===== src/rtl/irqc_pkg.sv =====
package irqc_pkg;
  localparam int REG_W = 16;

  typedef enum logic [1:0] {
    K_MASK = 2'd0,
    K_POL  = 2'd1,
    K_STAT = 2'd2,
    K_NONE = 2'd3
  } reg_kind_e;
endpackage


===== src/rtl/irqc_decode.sv =====
module irqc_decode
  import irqc_pkg::*;
#(
  parameter int ADDR_W = 8,
  parameter int GROUPS = 4
) (
  input  logic [ADDR_W-1:0] addr,
  input  logic              we,
  output reg_kind_e         kind,
  output logic [1:0]        grp,
  output logic              hit,
  output logic [GROUPS-1:0] we_mask,
  output logic [GROUPS-1:0] we_pol,
  output logic [GROUPS-1:0] we_stat
);
  // Byte address layout: [5:4] bank, [3:2] word in bank, [1:0] must be zero.
  always_comb begin
    kind = reg_kind_e'(addr[5:4]);
    grp  = addr[3:2];
    hit  = (addr[ADDR_W-1:6] == '0) && (addr[1:0] == 2'b00) &&
           (kind != K_NONE) && (int'(grp) < GROUPS);
  end

  for (genvar g = 0; g < GROUPS; g++) begin : g_we
    always_comb begin
      we_mask[g] = we && hit && (grp == 2'(g)) && (kind == K_MASK);
      we_pol[g]  = we && hit && (grp == 2'(g)) && (kind == K_POL);
      we_stat[g] = we && hit && (grp == 2'(g)) && (kind == K_STAT);
    end
  end
endmodule


===== src/rtl/irqc_lane.sv =====
module irqc_lane #(
  parameter int W       = 16,
  parameter bit LATCHED = 1'b0
) (
  input  logic         clk,
  input  logic         rst,
  input  logic [W-1:0] raw,
  input  logic         we_mask,
  input  logic         we_pol,
  input  logic         we_stat,
  input  logic [W-1:0] wdata,
  output logic [W-1:0] mask_q,
  output logic [W-1:0] pol_q,
  output logic [W-1:0] stat_q,
  output logic [W-1:0] qual_d
);
  logic [W-1:0] mask_d, pol_d, stat_d, eff;

  always_comb begin
    mask_d = we_mask ? wdata : mask_q;
    pol_d  = we_pol  ? wdata : pol_q;
    eff    = raw ^ pol_q;
  end

  if (LATCHED) begin : g_latch
    logic [W-1:0] eff_q, rise, clr;

    always_comb begin
      rise   = eff & ~eff_q;
      clr    = we_stat ? wdata : '0;
      stat_d = (stat_q & ~clr) | rise;   // a new edge beats a clear
    end

    always_ff @(posedge clk) begin
      if (rst) eff_q <= '0;
      else     eff_q <= eff;
    end

    // A status bit only falls when a 1 was written to it.
    p_clear_only_by_one_r10: assert property (@(posedge clk) disable iff (rst)
      !rst |=> ((($past(stat_q) & ~stat_q) & ~$past(clr)) == '0));
    // A captured edge is visible in status the next cycle, clear or not.
    p_edge_wins_r11: assert property (@(posedge clk) disable iff (rst)
      !rst |=> (($past(rise) & ~stat_q) == '0));
  end else begin : g_level
    logic stat_we_unused;
    assign stat_we_unused = we_stat;
    always_comb stat_d = eff;

    p_status_follows_r7: assert property (@(posedge clk) disable iff (rst)
      !rst |=> (stat_q == $past(raw ^ pol_q)));
  end

  always_comb qual_d = stat_d & ~mask_d;

  always_ff @(posedge clk) begin
    if (rst) begin
      mask_q <= '1;
      pol_q  <= '0;
      stat_q <= '0;
    end else begin
      mask_q <= mask_d;
      pol_q  <= pol_d;
      stat_q <= stat_d;
    end
  end
endmodule


===== src/rtl/irqc_top.sv =====
module irqc_top
  import irqc_pkg::*;
#(
  parameter bit LATCHED = 1'b0,
  parameter int ADDR_W  = 8,
  localparam int NLINES = LATCHED ? 32 : 64
) (
  input  logic              clk,
  input  logic              rst,
  input  logic [NLINES-1:0] irq_raw,
  input  logic              bus_we,
  input  logic [ADDR_W-1:0] bus_addr,
  input  logic [31:0]       bus_wdata,
  output logic [31:0]       bus_rdata,
  output logic [NLINES-1:0] irq_lines,
  output logic              irq_any
);
  localparam int GROUPS = NLINES / REG_W;

  reg_kind_e         kind;
  logic [1:0]        grp;
  logic              hit;
  logic [GROUPS-1:0] we_mask, we_pol, we_stat;
  logic [REG_W-1:0]  mask_w [GROUPS];
  logic [REG_W-1:0]  pol_w  [GROUPS];
  logic [REG_W-1:0]  stat_w [GROUPS];
  logic [NLINES-1:0] qual_all, mask_all;
  logic [REG_W-1:0]  rd_sel;
  logic [15:0]       wdata_hi_unused;

  assign wdata_hi_unused = bus_wdata[31:16];

  irqc_decode #(.ADDR_W(ADDR_W), .GROUPS(GROUPS)) u_dec (
    .addr(bus_addr), .we(bus_we), .kind(kind), .grp(grp), .hit(hit),
    .we_mask(we_mask), .we_pol(we_pol), .we_stat(we_stat)
  );

  for (genvar g = 0; g < GROUPS; g++) begin : g_lane
    irqc_lane #(.W(REG_W), .LATCHED(LATCHED)) u_lane (
      .clk(clk), .rst(rst),
      .raw(irq_raw[g*REG_W +: REG_W]),
      .we_mask(we_mask[g]), .we_pol(we_pol[g]), .we_stat(we_stat[g]),
      .wdata(bus_wdata[REG_W-1:0]),
      .mask_q(mask_w[g]), .pol_q(pol_w[g]), .stat_q(stat_w[g]),
      .qual_d(qual_all[g*REG_W +: REG_W])
    );
    assign mask_all[g*REG_W +: REG_W] = mask_w[g];
  end

  always_comb begin
    rd_sel = '0;
    if (hit) begin
      for (int g = 0; g < GROUPS; g++) begin
        if (grp == 2'(g)) begin
          case (kind)
            K_MASK:  rd_sel = mask_w[g];
            K_POL:   rd_sel = pol_w[g];
            K_STAT:  rd_sel = stat_w[g];
            default: rd_sel = '0;
          endcase
        end
      end
    end
  end

  always_ff @(posedge clk) begin
    if (rst) begin
      irq_lines <= '0;
      irq_any   <= 1'b0;
      bus_rdata <= '0;
    end else begin
      irq_lines <= qual_all;
      irq_any   <= |qual_all;
      bus_rdata <= {16'h0000, rd_sel};
    end
  end

  p_reset_state_r1: assert property (@(posedge clk)
    $past(rst) |-> (mask_all == '1 && irq_lines == '0 && !irq_any));
  p_mask_blocks_r2: assert property (@(posedge clk) disable iff (rst)
    (irq_lines & mask_all) == '0);
  p_rdata_upper_r5: assert property (@(posedge clk) disable iff (rst)
    bus_rdata[31:16] == 16'h0000);
  p_any_is_or_r12: assert property (@(posedge clk) disable iff (rst)
    irq_any == (|irq_lines));
endmodule


===== config.mk =====
export PLATFORM = sky130hd
export DESIGN_NAME = irqc_top
export DESIGN_NICKNAME = d
export VERILOG_FILES = /design/src/rtl/irqc_pkg.sv /design/src/rtl/irqc_decode.sv /design/src/rtl/irqc_lane.sv /design/src/rtl/irqc_top.sv
export SDC_FILE = /design/constraint.sdc
export NUM_CORES = 1
export LEC_CHECK = 0
export ABC_CLOCK_PERIOD_IN_PS = 2000
export BUFFER_PORTS_ARGS = -buffer_cell sky130_fd_sc_hd__buf_4
export CAP_MARGIN = 20
export CORE_MARGIN = 5
export CORE_UTILIZATION = 35
export DETAILED_ROUTE_END_ITERATION = 10
export PLACE_DENSITY = 0.56
export SYNTH_ARGS = -nofsm -noshare
export SYNTH_HDL_FRONTEND = slang
export SYNTH_SLANG_ARGS = --single-unit

===== constraint.sdc =====
create_clock -name clk -period 2 [get_ports clk]
set_input_delay 0.1 -clock clk [delete_from_list [all_inputs] [get_ports clk]]
set_output_delay 0.1 -clock clk [all_outputs]
set_load 0.02 [all_outputs]

==> results of run 1 <==
==> routing by layer <==
metal	GRT usage (%)	up-vias	wire length, µm
met5	0	-	0
met4	7.87	0	1540
met3	4.18	85	3140
met2	37.6	401	20000
met1	31.7	4975	19400
li1	-	4970	-
==> timing repair <==
item | 4_1_cts | 5_1_grt
hold buffers | 75 | 0
endpoints found under the hold margin | 147 | 0
pin swaps | 0 | 3
setup endpoints to repair | 1 | 1
setup buffers | 0 | 0
gates resized for setup | 2 | 15
==> cell type report <==
class,instances,area share [%]
sequential,273,33.4
inverter,9,0.206
multi-input combinational,896,35.1
clock buffer,44,5.40
tap,442,3.37
clock inverter,13,0.985
timing repair buffer,422,21.6
==> through the flow <==
stage / setup WS, ns / cells / instance area [µm²] / util (%)
after floorplan: -0.0283 / 1285 / 11700 / -
after global placement: -0.475 / 1967 / 14500 / 44.5
after detailed placement: -0.523 / 1967 / 14500 / 44.5
after CTS: 0.000456 / 2099 / 16300 / 50.0
after global routing: -0.00691 / 2099 / 16400 / 50.3
final: 0.104 / 2099 / 16400 / 50.3
==> cells in the final DEF, fill, tap and decap left out, drive strengths merged, types with 6 or more instances in the layout <==
cell type and instances:
a21oi 68, mux4 8, nand2b 22, clkbuf 44
conb 16, a31oi 8, buf 347, and2 23
nor2b 7, a41o 13, nand4b 9, o211ai 16
clkinv 6, xnor2 62, dfxtp 273, or2 43
nand3b 6, nor2 173, nor3 45, o21ai 18
mux2i 145, dlygate4sd3 75, inv 9, and3 6
nand2 162
==> sequential cells by signal, indices dropped and copies added (netlist names) <==
signal,count
g_lane.u_lane.pol_q,64
bus_rdata,16
g_lane.u_lane.mask_q,64
irq_lines,64
g_lane.u_lane.stat_q,64
irq_any,1
==> report_power, final <==
| group | total [W] | internal (W) | switching [W] |
|---|---|---|---|
| combinational | 0.00128 | 0.000580 | 0.000705 |
| clock | 0.00577 | 0.00346 | 0.00231 |
| sequential | 0.00554 | 0.00552 | 0.0000240 |
| total | 0.0126 | 0.00956 | 0.00304 |
==> cell families after synthesis <==
family                    count (synthesis)  synth area share, %
AOI/OAI and AO/OA                       149                 8.17
xor gates and xnor gates                 64                 4.84
buffers and inverters                   116                 4.67
DFF                                     273                 47.2
muxes                                   154                 14.2
other                                     1               0.0324
and+or+nand+nor                         513                 20.9
==> path summary, 6_finish.rpt <==
| check | start | endpoint | slack (ns) |
|---|---|---|---|
| setup / recovery | g_lane[1].u_lane.pol_q[3] | irq_any | 0.10 |
| hold / removal | irq_raw[14] | g_lane[0].u_lane.stat_q[14] | 0.02 |
| setup reg to reg | g_lane[1].u_lane.pol_q[3] | irq_any | 0.10 |
| hold reg to reg | g_lane[2].u_lane.mask_q[6] | g_lane[2].u_lane.mask_q[6] | 0.53 |
==> critical path: stages, from the launching register on <==
cell and delay (ns):
dfxtp_1 0.34, xnor2_2 0.26, a41o_1 0.15, a21oi_1 0.07, buf_4 0.17, a21oi_1 0.10, nor4bb_2 0.29, and4_1 0.23
a41oi_1 0.11
==> impl_metrics.toml, run 1 <==
[final_layout]
drive_above_1_share_pct = 27.0
n_fill_cell = 3027
finalNetCount = 1740
multi_input_area_um2 = 5760
regArea_um2 = 5470
synthToLayoutAreaGrowth_pct = 41.4
antenna_cells = 0

[grt]
grt_pass1_wl_um = 64400
grt_usage_pct = 23.3
antenna_found_initial = 0
gr-total-overflow = 0
first_global_vias = 10300
grt_max_degree = 77

[floorplan]
initial_core_util_pct = 35.5
boundaryPins = 204
die_w_um = 192
dieHeight_um = 192
coreArea_um2 = 32600
row_count = 66
die-area_um2 = 36800

[clocking]
clockRootBuffer = "clkbuf_16"
path_clk_slew_ns = 0.06
cts_sinks = 273
clk_path_buf_depth = 3
htreeDepth = 1
cts_tree = "done"
clk_latency_ns = 0.55
cts_buffers = 31

[setup_path]
arrival_ns = 2.29
critPathMaxFanout = 3
worst_r2r_path_depth = 8
crit_path_end_kind = "flop"
cp_data_required_time_ns = 2.39
worstSetupPathType = "reg2reg"
startpoint_type = "flop"

[synthesis]
synth-seq-cells = 273
synth.area.top_cells = "dfxtp_1 (47%), mux2i_1 (13%), nor2_1 (5.5%), nand2_1 (5.2%), xnor2_1 (4.7%)"
syn_area_um2 = 11600
yosys.area.top_type = "dfxtp_1"
synth_top_cell_area_share_pct = 47.2
synthArstFlopShare_pct = 0
avgSynthCellArea_um2 = 9.12
yosysSeqAreaShare_pct = 47.2
yosys_warnings = 0
synth_commonest_cells = "dfxtp_1 (273), nor2_1 (169), nand2_1 (162), mux2i_1 (145), a21oi_1 (68)"
synth.most_common_cell = "dfxtp_1"
ys_types = 57
synth_ff_type = "dfxtp_1"
synth_edf_count = 0
synthCells = 1270

[hold_path]
hold_depth = 4
min_path_type = "in2reg"

[timing]
max_slew.worst_pin.slew_ns = 0.631
fin_crit_ns = 1.90
relSlewSlack_pct = 57.9
skew_ns = 0.0111
holdWs_ns = 0.0158
rsz0062_at_grt = "yes"
timing.final.crit_share_pct = 94.8
fmax_mhz = 527
finalHoldViolCount = 0
slew_viol_final = 0
setup_tns_ns = 0
finalSetupViolations = 0

[pwr]
power.total_w = 0.0126
power_leakage_nw = 7.06
p_per_area_nw_per_um2 = 768
peakVddDrop_uv = 697

[outcome]
status = "completed"

[detailed_routing]
drcViolationCount = 0
drtAntennaViolNets = 0
via_count = 10400
wl_um = 44100
dr.pass1.iters = 6
first_iter_violations = 772
viasPerCell = 4.97
wl_per_cell_um = 21.0

[placement]
dpl.hpwl_um = 33200
io_buffers = 171
gp_congestion = 0.923

[job]
drv_cap = 0
No activity file was read; power rests on OpenSTA's default activity.
==> inputs of run 2 (changes only) <==
--- a/config.mk
+++ b/config.mk
@@ -11,6 +11,7 @@
 export CORE_MARGIN = 5
 export CORE_UTILIZATION = 35
 export DETAILED_ROUTE_END_ITERATION = 10
+export GPL_TIMING_DRIVEN = 0
 export PLACE_DENSITY = 0.56
 export SYNTH_ARGS = -nofsm -noshare
 export SYNTH_HDL_FRONTEND = slang
==> impl_metrics.toml, run 2 (synthesis results as in run 1) <==
[grt]
met1_usage_pct = 35.4
first_global_vias = 10200
grt_max_degree = 15
grt_pass1_wl_um = 68500
grtUsageMet2_pct = 40.8
gr-total-overflow = 0
grtUsageMet3_pct = 3.82
antenna_found_initial = 1
grt_usage_pct = 25.4
top_usage_layer = "met2"

[clocking]
cts_tree = "done"
cts_sinks = 273
htreeDepth = 1
path_clk_slew_ns = 0.06
clockRootBuffer = "clkbuf_16"
clk_latency_ns = 0.56
cts_buffers = 30
clk_path_buf_depth = 3

[timing]
fmax_mhz = 470
timing.final.crit_share_pct = 106
rsz0062_at_grt = "yes"
relSlewSlack_pct = 28.4
post-route-worst-setup-slack_ns = -0.126
max_slew.worst_pin.slew_ns = 1.07
slew_viol_final = 0
finalSetupViolations = 1
skew_ns = 0.0179
fin_crit_ns = 2.13
finalHoldViolCount = 0

[floorplan]
dieHeight_um = 192
coreArea_um2 = 32600
initial_core_util_pct = 35.5
row_count = 66
die_w_um = 192
boundaryPins = 204
die-area_um2 = 36800

[placement]
gp_congestion = 0.973
dpl_cell_area_um2 = 13400
io_buffers = 155
dpl.hpwl_um = 34800
preCtsSetupSlack_ns = -1.25
place_inst = 1882

[setup_path]
worst_r2r_path_depth = 7
r2r_end = "irq_any"
reg2reg_slack_ns = -0.06
timing.rr.start = "g_lane[0].u_lane.pol_q[1]"
cp_slowest_cell = "a2111o_1"
cp_slowest_stage_delay_ns = 0.45
cp_data_required_time_ns = 2.40
crit_chain = "buf_4 > nor3b_4 > buf_12 > buf_2 > a41o_1 > a21oi_2 > a2111o_1 > nor4_4 > and4_1 > a41oi_2"
critPathMaxFanout = 10
cp.depth = 10
crit_start = "bus_addr[5]"
crit_path_end_kind = "flop"
crit_buf_inv = 3
startpoint_type = "primary input"
worstSetupPathType = "in2reg"
endpoint = "irq_any"
arrival_ns = 2.52
cp_top_family = "compound AO/OA/AOI/OAI gates"

[pwr]
power_leakage_nw = 6.49
peakVddDrop_uv = 744
power_switching_w = 0.00304
cellInternalPower_w = 0.00918
p_per_area_nw_per_um2 = 788
clockPowerShare_pct = 44.4
p_sw_share_pct = 24.9
power.total_w = 0.0122
seq_power_share_pct = 45.3
pwr-share-comb_pct = 10.3

[final_layout]
multi_input_area_um2 = 5890
antenna_cells = 0
design_area_um2 = 15500
final_common_cell = "dfxtp_1"
fin_cells = 2018
synthToLayoutAreaGrowth_pct = 33.9
regArea_um2 = 5470
final_cell_mix = "dfxtp_1 (271), buf_4 (197), nor2_1 (169)"
n_fill_cell = 3167
finalNetCount = 1664
drive_above_1_share_pct = 20.9

[detailed_routing]
dr.pass1.iters = 5
viasPerCell = 5.19
drcViolationCount = 0
wl_per_cell_um = 23.8
via_count = 10500
first_iter_violations = 1013
drtAntennaViolNets = 0
wl_um = 48100

[job]
drv_cap = 0

[outcome]
violations = "negative setup slack"
status = "complete, but fails checks"

[hold_path]
hold_depth = 2
min_path_type = "in2reg"
==> run 2: cell types whose count changed in the layout (fill, tap and decap cells not counted), sizes merged <==
cell	before	now
buf	347	220
bufinv	3	0
clkbuf	44	110
clkinv	6	4
clkinvlp	4	0
dlygate4sd3	75	64
==> run 2: area by class of cell <==
cell class              instances  share of cell area (%)
inverters                       9                   0.218
clock buffers                  47                    6.03
multi-input cells             896                    38.0
well taps                     442                    3.56
flip-flops and latches        273                    35.2
plain buffers                 106                    3.81
clock inverters                 4                   0.129
repair buffers                241                    13.0
==> run 2: stage by stage <==
stage,setup TNS [ns],utilization [%],hold WS [ns]
2_1_floorplan,-0.0283,-,0.267
3_3_place_gp,-71.46,41.1,0.386
3_5_place_dp,-72.03,41.1,0.382
4_1_cts,-0.0776,46.7,0.101
5_1_grt,-0.108,47.6,0.133
6_report,-0.126,47.6,0.139
==> run 2: timing repair <==
action                     in CTS  in global routing
resized for setup              39                 42
hold endpoints to repair      116                  0
buffers inserted                7                 15
hold buffers                   64                  0
pin swaps                       7                 16
setup endpoints to repair      44                 28
==> run 2: how the worst min path moves through the flow <==
stage          slack [ns]                           to        start
4_1_cts              0.10   g_lane[2].u_lane.stat_q[9]          rst
6_report             0.14   g_lane[2].u_lane.stat_q[9]          rst
5_1_grt              0.13   g_lane[2].u_lane.stat_q[6]          rst
2_1_floorplan        0.27  g_lane[2].u_lane.stat_q[11]  irq_raw[43]
3_3_place_gp         0.39  g_lane[2].u_lane.stat_q[15]  irq_raw[47]
3_5_place_dp         0.38  g_lane[2].u_lane.stat_q[15]  irq_raw[47]
==> run 2: power groups by stage <==
stage | Sequential, W | Combinational, W | Clock, W
after floorplan | 0.00566 | 0.000589 | 0
after global placement | 0.00566 | 0.00109 | 0
after detailed placement | 0.00566 | 0.00109 | 0
after CTS | 0.00554 | 0.00121 | 0.00549
after global routing | 0.00554 | 0.00132 | 0.00573
final | 0.00554 | 0.00126 | 0.00542
==> run 2: worst reg2reg max path, delay by kind of cell (launching register included) <==
kind	cells	cell delay, ns
flip-flops	1	0.34
AO/OA/AOI/OAI	4	0.81
AND/OR/NAND/NOR	2	0.58
XOR/XNOR	1	0.17
==> run 2: routing by layer <==
layer / wire (µm) / vias up
li1: - / 4834
met1: 20600 / 4999
met2: 21800 / 547
met3: 4120 / 84
met4: 1520 / 0
met5: 0 / -
==> inputs of run 3 (changes only) <==
--- a/config.mk
+++ b/config.mk
@@ -8,11 +8,14 @@
 export ABC_CLOCK_PERIOD_IN_PS = 2000
 export BUFFER_PORTS_ARGS = -buffer_cell sky130_fd_sc_hd__buf_4
 export CAP_MARGIN = 20
+export CELL_PAD_IN_SITES_DETAIL_PLACEMENT = 0
+export CELL_PAD_IN_SITES_GLOBAL_PLACEMENT = 1
 export CORE_MARGIN = 5
 export CORE_UTILIZATION = 35
 export DETAILED_ROUTE_END_ITERATION = 10
 export GPL_TIMING_DRIVEN = 0
-export PLACE_DENSITY = 0.56
+export PLACE_DENSITY = 0.7
+export RECOVER_POWER = 50
 export SYNTH_ARGS = -nofsm -noshare
 export SYNTH_HDL_FRONTEND = slang
 export SYNTH_SLANG_ARGS = --single-unit
==> impl_metrics.toml, run 3 (synthesis results as in run 1) <==
[outcome]
status = "complete, but fails checks"
violations = "negative setup slack"

[grt]
grt_usage_pct = 25.6
grt_pass1_wl_um = 68200
first_global_vias = 10000
antenna_found_initial = 2
grt_max_degree = 15
gr-total-overflow = 0

[final_layout]
final_cell_mix = "dfxtp_1 (271), nor2_1 (169), nand2_1 (162)"
design_area_um2 = 15200
n_fill_cell = 3267
regArea_um2 = 5470
drive_above_1_share_pct = 15.4
antenna_cells = 0
final_common_cell = "dfxtp_1"
multi_input_area_um2 = 5840
synthToLayoutAreaGrowth_pct = 30.8
finalNetCount = 1658

[timing]
finalSetupViolations = 2
max_slew.worst_pin.slew_ns = 1.00
finalHoldViolCount = 0
fin_crit_ns = 2.20
fmax_mhz = 456
rsz0062_at_grt = "yes"
skew_ns = 0.0193
slew_viol_final = 0
timing.final.crit_share_pct = 110
relSlewSlack_pct = 33.1
post-route-worst-setup-slack_ns = -0.195

[setup_path]
crit_buf_inv = 1
cp_data_required_time_ns = 2.39
cp_slowest_stage_delay_ns = 0.63
crit_path_end_kind = "flop"
startpoint_type = "primary input"
crit_chain = "buf_4 > or4_4 > nor3_4 > a211oi_1 > a2111oi_2 > o2111a_1 > and4bb_1 > a41oi_2"
worstSetupPathType = "in2reg"
arrival_ns = 2.59
cp_slowest_cell = "or4_4"
cp_top_family = "simple AND/OR/NAND/NOR gates"
critPathMaxFanout = 5

[detailed_routing]
via_count = 10600
drtAntennaViolNets = 0
first_iter_violations = 990
dr.pass1.iters = 5
wl_per_cell_um = 24.1
wl_um = 48600
drcViolationCount = 0
viasPerCell = 5.25

[placement]
preCtsSetupSlack_ns = -1.47
dpl.hpwl_um = 35200
io_buffers = 155
dpl_cell_area_um2 = 13400
gp_congestion = 0.979

[pwr]
peakVddDrop_uv = 631
p_per_area_nw_per_um2 = 840
power_leakage_nw = 6.10

[clocking]
htreeDepth = 1
clockRootBuffer = "clkbuf_16"
cts_tree = "done"
cts_sinks = 273
path_clk_slew_ns = 0.06
clk_latency_ns = 0.57
clk_path_buf_depth = 3
cts_buffers = 30

[floorplan]
row_count = 66
boundaryPins = 204
initial_core_util_pct = 35.5
die_w_um = 192
die-area_um2 = 36800
dieHeight_um = 192
coreArea_um2 = 32600

[hold_path]
min_path_type = "in2reg"

[job]
drv_cap = 0
run 3: worst paths after layout:
check	endpoint	depth (start not counted)	slack (ns)	startpoint
worst max-delay path	irq_any	8	-0.20	bus_addr[7]
worst min-delay path	g_lane[2].u_lane.stat_q[5]	2	0.13	rst
worst max register to register	irq_any	7	-0.17	g_lane[2].u_lane.pol_q[6]
worst min register to register	g_lane[1].u_lane.mask_q[11]	2	0.53	g_lane[1].u_lane.mask_q[11]
run 3: worst register-to-register path, cell delays in order, from the launching register on:
cell and delay (ns):
dfxtp_1 0.33, xnor2_1 0.26, a41o_1 0.13, a21oi_1 0.10, a2111oi_2 0.50, o2111a_1 0.30, and4_1 0.21, a41oi_2 0.17
run 3: power breakdown:
group	internal (W)	total, W	switching (W)
logic	0.000485	0.00126	0.000775
registers	0.00551	0.00554	0.0000230
clock network	0.00355	0.00593	0.00238
total	0.00955	0.0127	0.00318
run 3: final cells by class:
cell class	count	share of cell area [%]
flip-flops and latches	273	36.1
inverters	9	0.223
clock inverters	17	1.49
well taps	442	3.65
repair buffers	236	10.8
multi-input cells	896	38.6
clock buffers	38	5.42
plain buffers	105	3.79
run 3: repair_timing:
| action | CTS | global route |
|---|---|---|
| endpoints found under the setup margin | 22 | 22 |
| hold buffers | 64 | 0 |
| setup buffers | 8 | 10 |
| pin swaps | 8 | 12 |
| resized for setup | 47 | 21 |
| endpoints found under the hold margin | 115 | 0 |
run 3: stage by stage:
| stage | utilization (%) | setup TNS (ns) | hold WS [ns] | total power (W) | std cells |
|---|---|---|---|---|---|
| after global placement | 41.1 | -69.14 | 0.379 | 0.00676 | 1882 |
| after floorplan | - | -0.0283 | 0.267 | 0.00625 | 1285 |
| after global routing | 46.5 | -0.173 | 0.129 | 0.0131 | 2016 |
| final | 46.5 | -0.206 | 0.133 | 0.0127 | 2016 |
| after detailed placement | 41.1 | -67.81 | 0.386 | 0.00676 | 1882 |
| after CTS | 47.0 | -0.0795 | 0.0790 | 0.0128 | 2008 |
run 3: layer usage:
layer  wire [µm]  vias up  GRT usage (%)
li1            -     4822              -
met1       20800     5123           35.3
met2       21500      519           39.9
met3        4230      109           4.38
met4        2070        2           10.5
met5          13        -              0
